$ cat config.mk
export PLATFORM = sky130hd
export DESIGN_NAME = serial_cfg_writer
export DESIGN_NICKNAME = d
export VERILOG_FILES = /design/src/rtl/cfgw_pkg.sv /design/src/rtl/cfgw_sync.sv /design/src/rtl/cfgw_shift.sv /design/src/rtl/cfgw_decode.sv /design/src/rtl/serial_cfg_writer.sv
export SDC_FILE = /design/constraint.sdc
export NUM_CORES = 1
export LEC_CHECK = 0
export ABC_AREA = 0
export BUFFER_PORTS_ARGS = -buffer_cell sky130_fd_sc_hd__buf_2
export CORE_MARGIN = 8
export CORE_UTILIZATION = 56
export CTS_CLUSTER_SIZE = 8
export DETAILED_ROUTE_END_ITERATION = 7
export PLACE_DENSITY = 0.85
export SETUP_SLACK_MARGIN = 0.02
export SLEW_MARGIN = 20
export SYNTH_ARGS = -nofsm -noshare
export SYNTH_HDL_FRONTEND = slang
export SYNTH_SLANG_ARGS = --single-unit
$ cat constraint.sdc
create_clock -name clk -period 4.1 [get_ports clk]
set_clock_uncertainty 0.1 [all_clocks]
set_input_delay 0.82 -clock clk [delete_from_list [all_inputs] [get_ports clk]]
set_output_delay 0.82 -clock clk [all_outputs]
set_load 0.05 [all_outputs]
$ cat src/rtl/cfgw_pkg.sv
package cfgw_pkg;
  localparam int DEV_W_DEF  = 3;
  localparam int REG_W_DEF  = 13;
  localparam int DATA_W_DEF = 16;

  typedef enum logic {
    RX_IDLE  = 1'b0,
    RX_SHIFT = 1'b1
  } rx_state_t;
endpackage

$ cat src/rtl/cfgw_sync.sv
module cfgw_sync (
  input  logic clk,
  input  logic rst,
  input  logic tick,
  input  logic fsync_n,
  input  logic armed,
  output logic start,
  output logic fs_prev
);
  // previous sampled frame-sync level, updated on serial falling edges only
  always_ff @(posedge clk) begin
    if (rst)       fs_prev <= 1'b1;
    else if (tick) fs_prev <= fsync_n;
  end

  always_comb start = tick && armed && fs_prev && !fsync_n;
endmodule

$ cat src/rtl/cfgw_shift.sv
module cfgw_shift
  import cfgw_pkg::*;
#(
  parameter int FRAME_W = 32
) (
  input  logic               clk,
  input  logic               rst,
  input  logic               tick,
  input  logic               start,
  input  logic               sdin,
  output logic               busy,
  output logic               last,
  output logic [FRAME_W-1:0] word
);
  localparam int CNT_W = $clog2(FRAME_W);
  localparam logic [CNT_W-1:0] LAST_IDX = CNT_W'(FRAME_W - 1);

  rx_state_t          st;
  logic [CNT_W-1:0]   cnt;
  logic [FRAME_W-2:0] sr;

  always_comb begin
    busy = (st == RX_SHIFT);
    last = tick && busy && (cnt == LAST_IDX);
    word = {sr, sdin};
  end

  always_ff @(posedge clk) begin
    if (rst) begin
      st  <= RX_IDLE;
      cnt <= '0;
      sr  <= '0;
    end else if (tick) begin
      case (st)
        RX_IDLE: begin
          if (start) begin
            st  <= RX_SHIFT;
            cnt <= '0;
          end
        end
        RX_SHIFT: begin
          sr  <= word[FRAME_W-2:0];
          cnt <= cnt + 1'b1;
          if (cnt == LAST_IDX) st <= RX_IDLE;
        end
        default: st <= RX_IDLE;
      endcase
    end
  end
endmodule

$ cat src/rtl/cfgw_decode.sv
module cfgw_decode #(
  parameter int DEV_W  = 3,
  parameter int REG_W  = 13,
  parameter int DATA_W = 16
) (
  input  logic                            clk,
  input  logic                            rst,
  input  logic                            last,
  input  logic [DEV_W+REG_W+DATA_W-1:0]   word,
  input  logic [DEV_W-1:0]                local_dev,
  output logic                            hit,
  output logic                            wr_en,
  output logic [REG_W-1:0]                wr_reg,
  output logic [DATA_W-1:0]               wr_data
);
  localparam int FRAME_W = DEV_W + REG_W + DATA_W;

  logic [DEV_W-1:0] dev_sel;

  always_comb begin
    dev_sel = word[FRAME_W-1 -: DEV_W];
    hit     = (dev_sel == local_dev);
  end

  always_ff @(posedge clk) begin
    if (rst) begin
      wr_en   <= 1'b0;
      wr_reg  <= '0;
      wr_data <= '0;
    end else begin
      wr_en <= last && hit;
      if (last && hit) begin
        wr_reg  <= word[DATA_W +: REG_W];
        wr_data <= word[DATA_W-1:0];
      end
    end
  end
endmodule

$ cat src/rtl/serial_cfg_writer.sv
module serial_cfg_writer
  import cfgw_pkg::*;
#(
  parameter int DEV_W  = DEV_W_DEF,
  parameter int REG_W  = REG_W_DEF,
  parameter int DATA_W = DATA_W_DEF
) (
  input  logic              clk,
  input  logic              rst,
  input  logic              sclk_fall,
  input  logic              fsync_n,
  input  logic              sdin,
  input  logic [DEV_W-1:0]  local_dev,
  output logic              wr_en,
  output logic [REG_W-1:0]  wr_reg,
  output logic [DATA_W-1:0] wr_data
);
  localparam int FRAME_W = DEV_W + REG_W + DATA_W;

  logic               start;
  logic               fs_prev;
  logic               busy;
  logic               last;
  logic               hit;
  logic [FRAME_W-1:0] word;

  cfgw_sync u_sync (
    .clk     (clk),
    .rst     (rst),
    .tick    (sclk_fall),
    .fsync_n (fsync_n),
    .armed   (!busy),
    .start   (start),
    .fs_prev (fs_prev)
  );

  cfgw_shift #(.FRAME_W(FRAME_W)) u_shift (
    .clk   (clk),
    .rst   (rst),
    .tick  (sclk_fall),
    .start (start),
    .sdin  (sdin),
    .busy  (busy),
    .last  (last),
    .word  (word)
  );

  cfgw_decode #(.DEV_W(DEV_W), .REG_W(REG_W), .DATA_W(DATA_W)) u_dec (
    .clk       (clk),
    .rst       (rst),
    .last      (last),
    .word      (word),
    .local_dev (local_dev),
    .hit       (hit),
    .wr_en     (wr_en),
    .wr_reg    (wr_reg),
    .wr_data   (wr_data)
  );
endmodule

==> flow_metrics.env, run 1 <==
export IMPL_intPower_uw=904.5
export IMPL_arrival_ns=2.38
export IMPL_drtAntennaViolNets=0
export IMPL_clk_pin_slew_ns=0.07
export IMPL_synth_area_leaders="dfxtp_1, mux2i_1, nand2_1"
export IMPL_r2r_setup_slack_ns=1.82
export IMPL_dp_slack_ns=1.656
export IMPL_fillers=378
export IMPL_gr_usage_all_layers_pct=14.81
export IMPL_layout_commonest_cell="dfxtp_1"
export IMPL_comb_power_share_pct=2.6
export IMPL_tightest_slew_ns=0.6352
export IMPL_antenna_cells=0
export IMPL_yosysSeqAreaShare_pct=55.28
export IMPL_cts_made_buffers=9
export IMPL_slew_headroom_pct=57.66
export IMPL_whs_path_depth=2
export IMPL_fmax_ghz=0.4391
export IMPL_fin_cells=358
export IMPL_core_rowCount=24
export IMPL_yosysWarningCount=0
export IMPL_switchingPower_uw=251.5
export IMPL_syn_avg_cell_area_um2=9.120
export IMPL_yosys_area_top_type="dfxtp_1"
export IMPL_synth_seq_cells=68
export IMPL_die_y_um=82.31
export IMPL_drive_above_1_share_pct=17.32
export IMPL_final_cell_mix="dfxtp_1, nand2_1, buf_2"
export IMPL_initial_core_util_pct=57.34
export IMPL_vdd_drop_max_uv=240.3
export IMPL_die_area_mm2=0.006775
export IMPL_drv_cap=0
export IMPL_cts_buffer_depth=2
export IMPL_wl_per_cell_um=12.79
export IMPL_nets=311
export IMPL_dp_cells=342
export IMPL_cts_setup_buffers=0
export IMPL_htreeDepth=3
export IMPL_period_minus_slack_ns=2.278
export IMPL_p_leak_nw=1.064
export IMPL_hp_class="flip-flop to flip-flop"
export IMPL_yosys_area_top_type_share_pct=55.28
export IMPL_fin_setup_tns_ns=0
export IMPL_hold_viol_final=0
export IMPL_power_mw=1.156
export IMPL_cp_data_required_time_ns=4.20
export IMPL_critPathLaunchType="flip-flop"
export IMPL_seq_power_share_pct=57.5
export IMPL_grt_overflow=0
export IMPL_r2r_start="u_shift.cnt[0]$_SDFFE_PP0P_"
export IMPL_dp_hpwl_um=2919
export IMPL_utilization_pct=65.06
export IMPL_outcome="finished, final reports clean"
export IMPL_multi_input_area_mm2=0.001010
export IMPL_hold_path_end="u_shift.sr[30]$_SDFFE_PP0P_"
export IMPL_dr_total_vias=1857
export IMPL_cts_root_buf="clkbuf_8"
export IMPL_synth_cells=270
export IMPL_end_kind="flip-flop"
export IMPL_portBuffers=37
export IMPL_grt_pass1_vias=1803
export IMPL_place_congestion=0.7103
export IMPL_drv_slew=0
export IMPL_worstPathMaxFanout=30
export IMPL_cts_tree="done"
export IMPL_rsz0062_at_grt="no"
export IMPL_p_per_area_mw_per_mm2=413.8
export IMPL_first_iter_violations=125
export IMPL_largest_register_ffs=31
export IMPL_stdcell_area_mm2=0.002794
export IMPL_synth_distinct_cells=22
export IMPL_clk_latency_ns=0.33
export IMPL_criticalPathCategory="flip-flop to flip-flop"
export IMPL_holdWs_ns=0.3710
export IMPL_netlist_area_mm2=0.002462
export IMPL_r2r_end="u_dec.wr_data[8]$_SDFFE_PP0P_"
export IMPL_p_clk_share_pct=39.9
export IMPL_dr_pass1_iters=6
export IMPL_die_x_um=82.31
export IMPL_hold_start="u_shift.sr[30]$_SDFFE_PP0P_"
export IMPL_grt_max_degree=69
export IMPL_io_pins=38
export IMPL_postRouteWirelength_um=4580
export IMPL_syn_to_final_growth_pct=13.47
export IMPL_ff2ff_path_depth=8
export IMPL_fin_crit_sh_pct=55.55
export IMPL_syn_num_nets=280
export IMPL_antenna_found_initial=0
export IMPL_core_mm2=0.004294
export IMPL_timing_final_ws_setup_ns=1.822
export IMPL_switching_share_pct=21.76
export IMPL_cts_hold_buffers=0
export IMPL_drc_errors=0
export IMPL_placed_cell_area_mm2=0.002626
export IMPL_setup_viol=0
export IMPL_drt_vias_per_instance=5.187
export IMPL_cts_resized=0
export IMPL_cts_sinks=68
export IMPL_grt_pass1_wl_um=7734
export IMPL_register_area_mm2=0.001361
## layout make-up
| class | instances | share of cell area [%] |
|---|---|---|
| tap | 52 | 2.329 |
| clock buffer | 14 | 5.463 |
| clock inverter | 2 | 0.3583 |
| timing repair buffer | 38 | 6.986 |
| multi-input combinational | 184 | 36.14 |
| sequential | 68 | 48.72 |
## Yosys cell counts
| master | number |
|---|---|
| dfxtp_1 | 68 |
| nand2_1 | 63 |
| a21oi_1 | 35 |
| nor2_1 | 35 |
| mux2i_1 | 29 |
| clkbuf_1 | 11 |
| buf_2 | 4 |
| buf_6 | 3 |
| nor2b_1 | 3 |
| o21ai_0 | 3 |
| xor2_1 | 3 |
| a22oi_1 | 2 |
| ha_1 | 2 |
| a211o_1 | 1 |
| a211oi_1 | 1 |
| a31oi_1 | 1 |
| and2_1 | 1 |
| and3_1 | 1 |
| nand3_1 | 1 |
| nand4_1 | 1 |
| nor3_1 | 1 |
| nor4_4 | 1 |
## worst max-delay path by stage
stage / from / to / slack (ns) / cells past startpoint
CTS: u_shift.cnt[0]$_SDFFE_PP0P_ / u_dec.wr_data[15]$_SDFFE_PP0P_ / 1.78 / 8
global route: u_shift.cnt[0]$_SDFFE_PP0P_ / u_dec.wr_data[8]$_SDFFE_PP0P_ / 1.61 / 8
detailed placement: sclk_fall / u_shift.cnt[2]$_SDFFE_PP0P_ / 1.66 / 5
finish: u_shift.cnt[0]$_SDFFE_PP0P_ / u_dec.wr_data[8]$_SDFFE_PP0P_ / 1.82 / 8
global placement: sclk_fall / u_shift.cnt[1]$_SDFFE_PP0P_ / 1.69 / 4
floorplan: local_dev[2] / u_dec.wr_data[0]$_SDFFE_PP0P_ / 2.10 / 5
## metal layers
layer,vias to the layer above,GRT usage [%],wire length (um)
li1,952,-,-
met1,854,17.00,2108
met2,39,22.32,2083
met3,12,5.519,271
met4,0,10.53,117
met5,-,0,0
## power by group through the flow
stage               clock network (mW)  registers, mW  logic, mW
finish                           0.461          0.665     0.0302
floorplan                            0          0.679     0.0234
CTS                              0.475          0.664     0.0300
global placement                     0          0.679     0.0302
detailed placement                   0          0.679     0.0299
global route                     0.505          0.664     0.0340
## critical path, stage by stage, from the launching register on
cell     delay [ns]
dfxtp_1        0.40
ha_1           0.20
and3_1         0.17
ha_1           0.17
nand3_1        0.14
nor4_4         0.15
buf_4          0.47
mux2i_1        0.27
nor2_1         0.06
## cell families (layout without fill, tap and decap cells)
logic type	count (synthesis)	in the layout	synth area share, %
buffers and inverters	18	54	3.862
and+or+nand+nor	107	107	17.73
AOI/OAI and AO/OA	43	43	9.248
adders and majority gates	2	2	1.016
xor gates and xnor gates	3	3	1.067
muxes	29	29	11.79
DFF	68	68	55.28
(Power assumes the default switching activity.)
==> run 2, diff against run 1 <==
--- a/config.mk
+++ b/config.mk
@@ -5,13 +5,13 @@
 export SDC_FILE = /design/constraint.sdc
 export NUM_CORES = 1
 export LEC_CHECK = 0
-export ABC_AREA = 0
+export ABC_AREA = 1
 export BUFFER_PORTS_ARGS = -buffer_cell sky130_fd_sc_hd__buf_2
 export CORE_MARGIN = 8
-export CORE_UTILIZATION = 56
+export CORE_UTILIZATION = 50
 export CTS_CLUSTER_SIZE = 8
 export DETAILED_ROUTE_END_ITERATION = 7
-export PLACE_DENSITY = 0.85
+export PLACE_DENSITY = 0.8
 export SETUP_SLACK_MARGIN = 0.02
 export SLEW_MARGIN = 20
 export SYNTH_ARGS = -nofsm -noshare
==> constraint.sdc (replaced) <==
create_clock -name clk -period 1.85 [get_ports clk]
set_clock_uncertainty 0.1 [all_clocks]
set_input_delay 0.37 -clock clk [delete_from_list [all_inputs] [get_ports clk]]
set_output_delay 0.37 -clock clk [all_outputs]
set_load 0.05 [all_outputs]
==> run 2 against run 1 <==
  * Sequential power is 130% higher
  * Combinational power grew to 6.6 times the previous value
  * Largest cell class unchanged
  * Worst setup slack worse by 1.8 ns
  * Clock-buffer cell count down 3
  * Clock power rose to 2.9 times the previous value
  * First-iteration DRC count shrank 6.4%
  * Maximum frequency grew 25%
  * Core utilization rose by 0.10 points
  * Power grew to 2.7 times the previous value
  * Critical path depth rose by 3
  * Worst hold slack got worse by 0.20 ns
  * Final cell count rose by 31%
==> flow_metrics.env, run 2 <==
export IMPL_outcome="finished, final reports clean"
export IMPL_antenna_cells=0
export IMPL_dr_total_vias=2301
export IMPL_grt_pass1_vias=2069
export IMPL_ys_flop_type="dfxtp_1"
export IMPL_critPathLaunchType="flip-flop"
export IMPL_cts_buffer_depth=2
export IMPL_cp_num_buf_inv=2
export IMPL_hp_class="input port to flip-flop"
export IMPL_ff2ff_path_depth=11
export IMPL_dp_cells=446
export IMPL_p_leak_nw=1.408
export IMPL_tightest_slew_ns=0.4148
export IMPL_grt_overflow=0
export IMPL_vdd_drop_max_uv=584.4
export IMPL_yosysSeqAreaShare_pct=50.89
export IMPL_r2r_end="u_dec.wr_reg[4]$_SDFFE_PP0P_"
export IMPL_slowest_delay_ns=0.37
export IMPL_cts_made_buffers=9
export IMPL_nets=406
export IMPL_crit_family="simple AND/OR/NAND/NOR gates"
export IMPL_core_rowCount=26
export IMPL_utilization_pct=65.17
export IMPL_async_flop_share_pct=0
export IMPL_die_area_mm2=0.007947
export IMPL_startpoint="u_shift.cnt[1]$_SDFFE_PP0P_"
export IMPL_first_iter_violations=117
export IMPL_yosysMostFrequentCell="dfxtp_1"
export IMPL_drv_cap=0
export IMPL_layout_commonest_cell="a21oi_1"
export IMPL_dp_slack_ns=0.02185
export IMPL_grt_pass1_wl_um=9052
export IMPL_die_x_um=89.15
export IMPL_timing_final_ws_setup_ns=0.02541
export IMPL_drive_above_1_share_pct=21.00
export IMPL_syn_avg_cell_area_um2=7.514
export IMPL_hold_viol_final=0
export IMPL_drv_slew=0
export IMPL_cp_data_required_time_ns=1.98
export IMPL_htreeDepth=3
export IMPL_initial_core_util_pct=52.04
export IMPL_syn_num_nets=366
export IMPL_critical_path_slowest_cell="dfxtp_4"
export IMPL_io_pins=38
export IMPL_wl_per_cell_um=12.27
export IMPL_synth_distinct_cells=14
export IMPL_drt_vias_per_instance=4.896
export IMPL_whs_path_depth=3
export IMPL_postRouteWirelength_um=5765
export IMPL_die_y_um=89.15
export IMPL_portBuffers=37
export IMPL_fin_cells=470
export IMPL_rsz0062_at_grt="yes"
export IMPL_clk_latency_ns=0.34
export IMPL_grt_max_degree=63
export IMPL_cts_hold_buffers=0
export IMPL_fmax_ghz=0.5481
export IMPL_r2r_setup_slack_ns=0.03
export IMPL_fillers=466
export IMPL_yosys_area_top_type_share_pct=50.89
export IMPL_r2r_start="u_shift.cnt[1]$_SDFFE_PP0P_"
export IMPL_cts_root_buf="clkbuf_8"
export IMPL_fin_crit_sh_pct=98.63
export IMPL_fin_setup_tns_ns=0
export IMPL_netlist_area_mm2=0.002675
export IMPL_synth_area_leaders="dfxtp_1, a21oi_1, nand2_1"
export IMPL_p_per_area_mw_per_mm2=915.6
export IMPL_dp_hpwl_um=3362
export IMPL_end_kind="flip-flop"
export IMPL_arrival_ns=1.96
export IMPL_place_congestion=0.7847
export IMPL_drtAntennaViolNets=0
export IMPL_period_minus_slack_ns=1.825
export IMPL_cts_sinks=68
export IMPL_antenna_found_initial=0
export IMPL_criticalPathCategory="flip-flop to flip-flop"
export IMPL_hold_path_end="u_sync.fs_prev$_SDFFE_PP1P_"
export IMPL_dr_pass1_iters=4
export IMPL_worstPathMaxFanout=7
export IMPL_synthTopCellsByCount="dfxtp_1, a21oi_1, nand2_1"
export IMPL_synth_seq_cells=68
export IMPL_syn_to_final_growth_pct=25.21
export IMPL_setup_viol=0
export IMPL_largest_register_ffs=31
export IMPL_worstPathCellList="ha_4 > nand2_2 > nor2_2 > ha_2 > nand3_2 > nor2_4 > buf_6 > buf_12 > nand3_1 > nand2_1 > nor2_1"
export IMPL_yosys_area_top_type="dfxtp_1"
export IMPL_core_mm2=0.005140
export IMPL_gr_usage_all_layers_pct=14.38
export IMPL_synth_edf_count=0
export IMPL_yosysWarningCount=0
export IMPL_hold_start="fsync_n"
export IMPL_drc_errors=0
export IMPL_synth_cells=356
export IMPL_final_cell_mix="a21oi_1, dfxtp_1, nand2_1"
export IMPL_cts_tree="done"
export IMPL_clk_pin_slew_ns=0.07
export IMPL_slew_headroom_pct=72.34
-- run 2: changes by cell type after synthesis, moves of 3 or more --
cell / change
inv_1: +38
nand3_1: +35
a21oi_1: +32
o21ai_0: +31
mux2i_1: -29
nand2_1: -14
buf_2: +6
nor2b_1: -3
xor2_1: -3
-- run 2: how the worst max path moves through the flow --
stage | slack [ns] | cells after the start | endpoint
5_1_grt | -0.05 | 11 | u_dec.wr_reg[4]$_SDFFE_PP0P_
2_1_floorplan | 0.20 | 10 | u_dec.wr_data[10]$_SDFFE_PP0P_
3_3_place_gp | 0.08 | 10 | u_dec.wr_data[15]$_SDFFE_PP0P_
4_1_cts | 0.02 | 10 | u_dec.wr_data[15]$_SDFFE_PP0P_
3_5_place_dp | 0.02 | 10 | u_dec.wr_data[1]$_SDFFE_PP0P_
6_report | 0.03 | 11 | u_dec.wr_reg[4]$_SDFFE_PP0P_
-- run 2: area by class of cell --
type                    instances  area (um^2)  area share [%]
clock buffers                  11        151.4           4.520
clock inverters                 4        72.57           2.167
inverters                      39        146.4           4.371
multi-input cells             224         1092           32.61
flip-flops and latches         68         1369           40.87
well taps                      70        87.58           2.615
repair buffers                 54        430.4           12.85
-- run 2: what timing repair did --
item                                    4_1_cts  5_1_grt
pin swaps                                     0       13
endpoints found under the setup margin        1       30
setup buffers                                 0        5
cloned                                        0        4
gates resized for setup                       1       20
-- run 2: where the power goes --
group	internal (mW)	switching, mW	total [mW]	leakage [nW]
Clock	0.822	0.525	1.35	0.111
Sequential	1.50	0.0212	1.52	0.552
Combinational	0.0655	0.133	0.198	0.744
-- run 2: logic make-up (layout without fill, tap and decap cells) --
kind of cell | after synthesis | count (layout) | synth area share, %
simple gates | 121 | 121 | 18.85
compound gates | 101 | 101 | 18.90
flops | 68 | 68 | 50.89
buf+inv | 64 | 108 | 10.43
fa+ha+maj | 2 | 2 | 0.9353
-- run 2: routing by layer --
metal | wire length [um] | GRT usage, % | up-vias | part of all wire, %
met5 | 0 | 0 | - | 0
met4 | 33 | 7.704 | 0 | 0.57
met3 | 368 | 4.596 | 4 | 6.4
met2 | 2588 | 21.89 | 52 | 45
met1 | 2775 | 17.67 | 1017 | 48
li1 | - | - | 1228 | -
-- run 2: worst reg2reg max path, stage by stage, from the launching register on --
cell     delay (ns)
dfxtp_4        0.37
ha_4           0.13
nand2_2        0.06
nor2_2         0.11
ha_2           0.18
nand3_2        0.09
nor2_4         0.19
buf_6          0.15
buf_12         0.12
nand3_1        0.09
nand2_1        0.09
nor2_1         0.04
-- run 2: through the flow --
step / area, um^2 / hold WS [ns] / power [mW]
6_report: 3349 / 0.1740 / 3.067
5_1_grt: 3349 / 0.1715 / 3.202
4_1_cts: 3166 / 0.1643 / 3.082
3_5_place_dp: 2938 / 0.3542 / 1.746
3_3_place_gp: 2938 / 0.3402 / 1.740
2_1_floorplan: 2675 / 0.3304 / 1.695
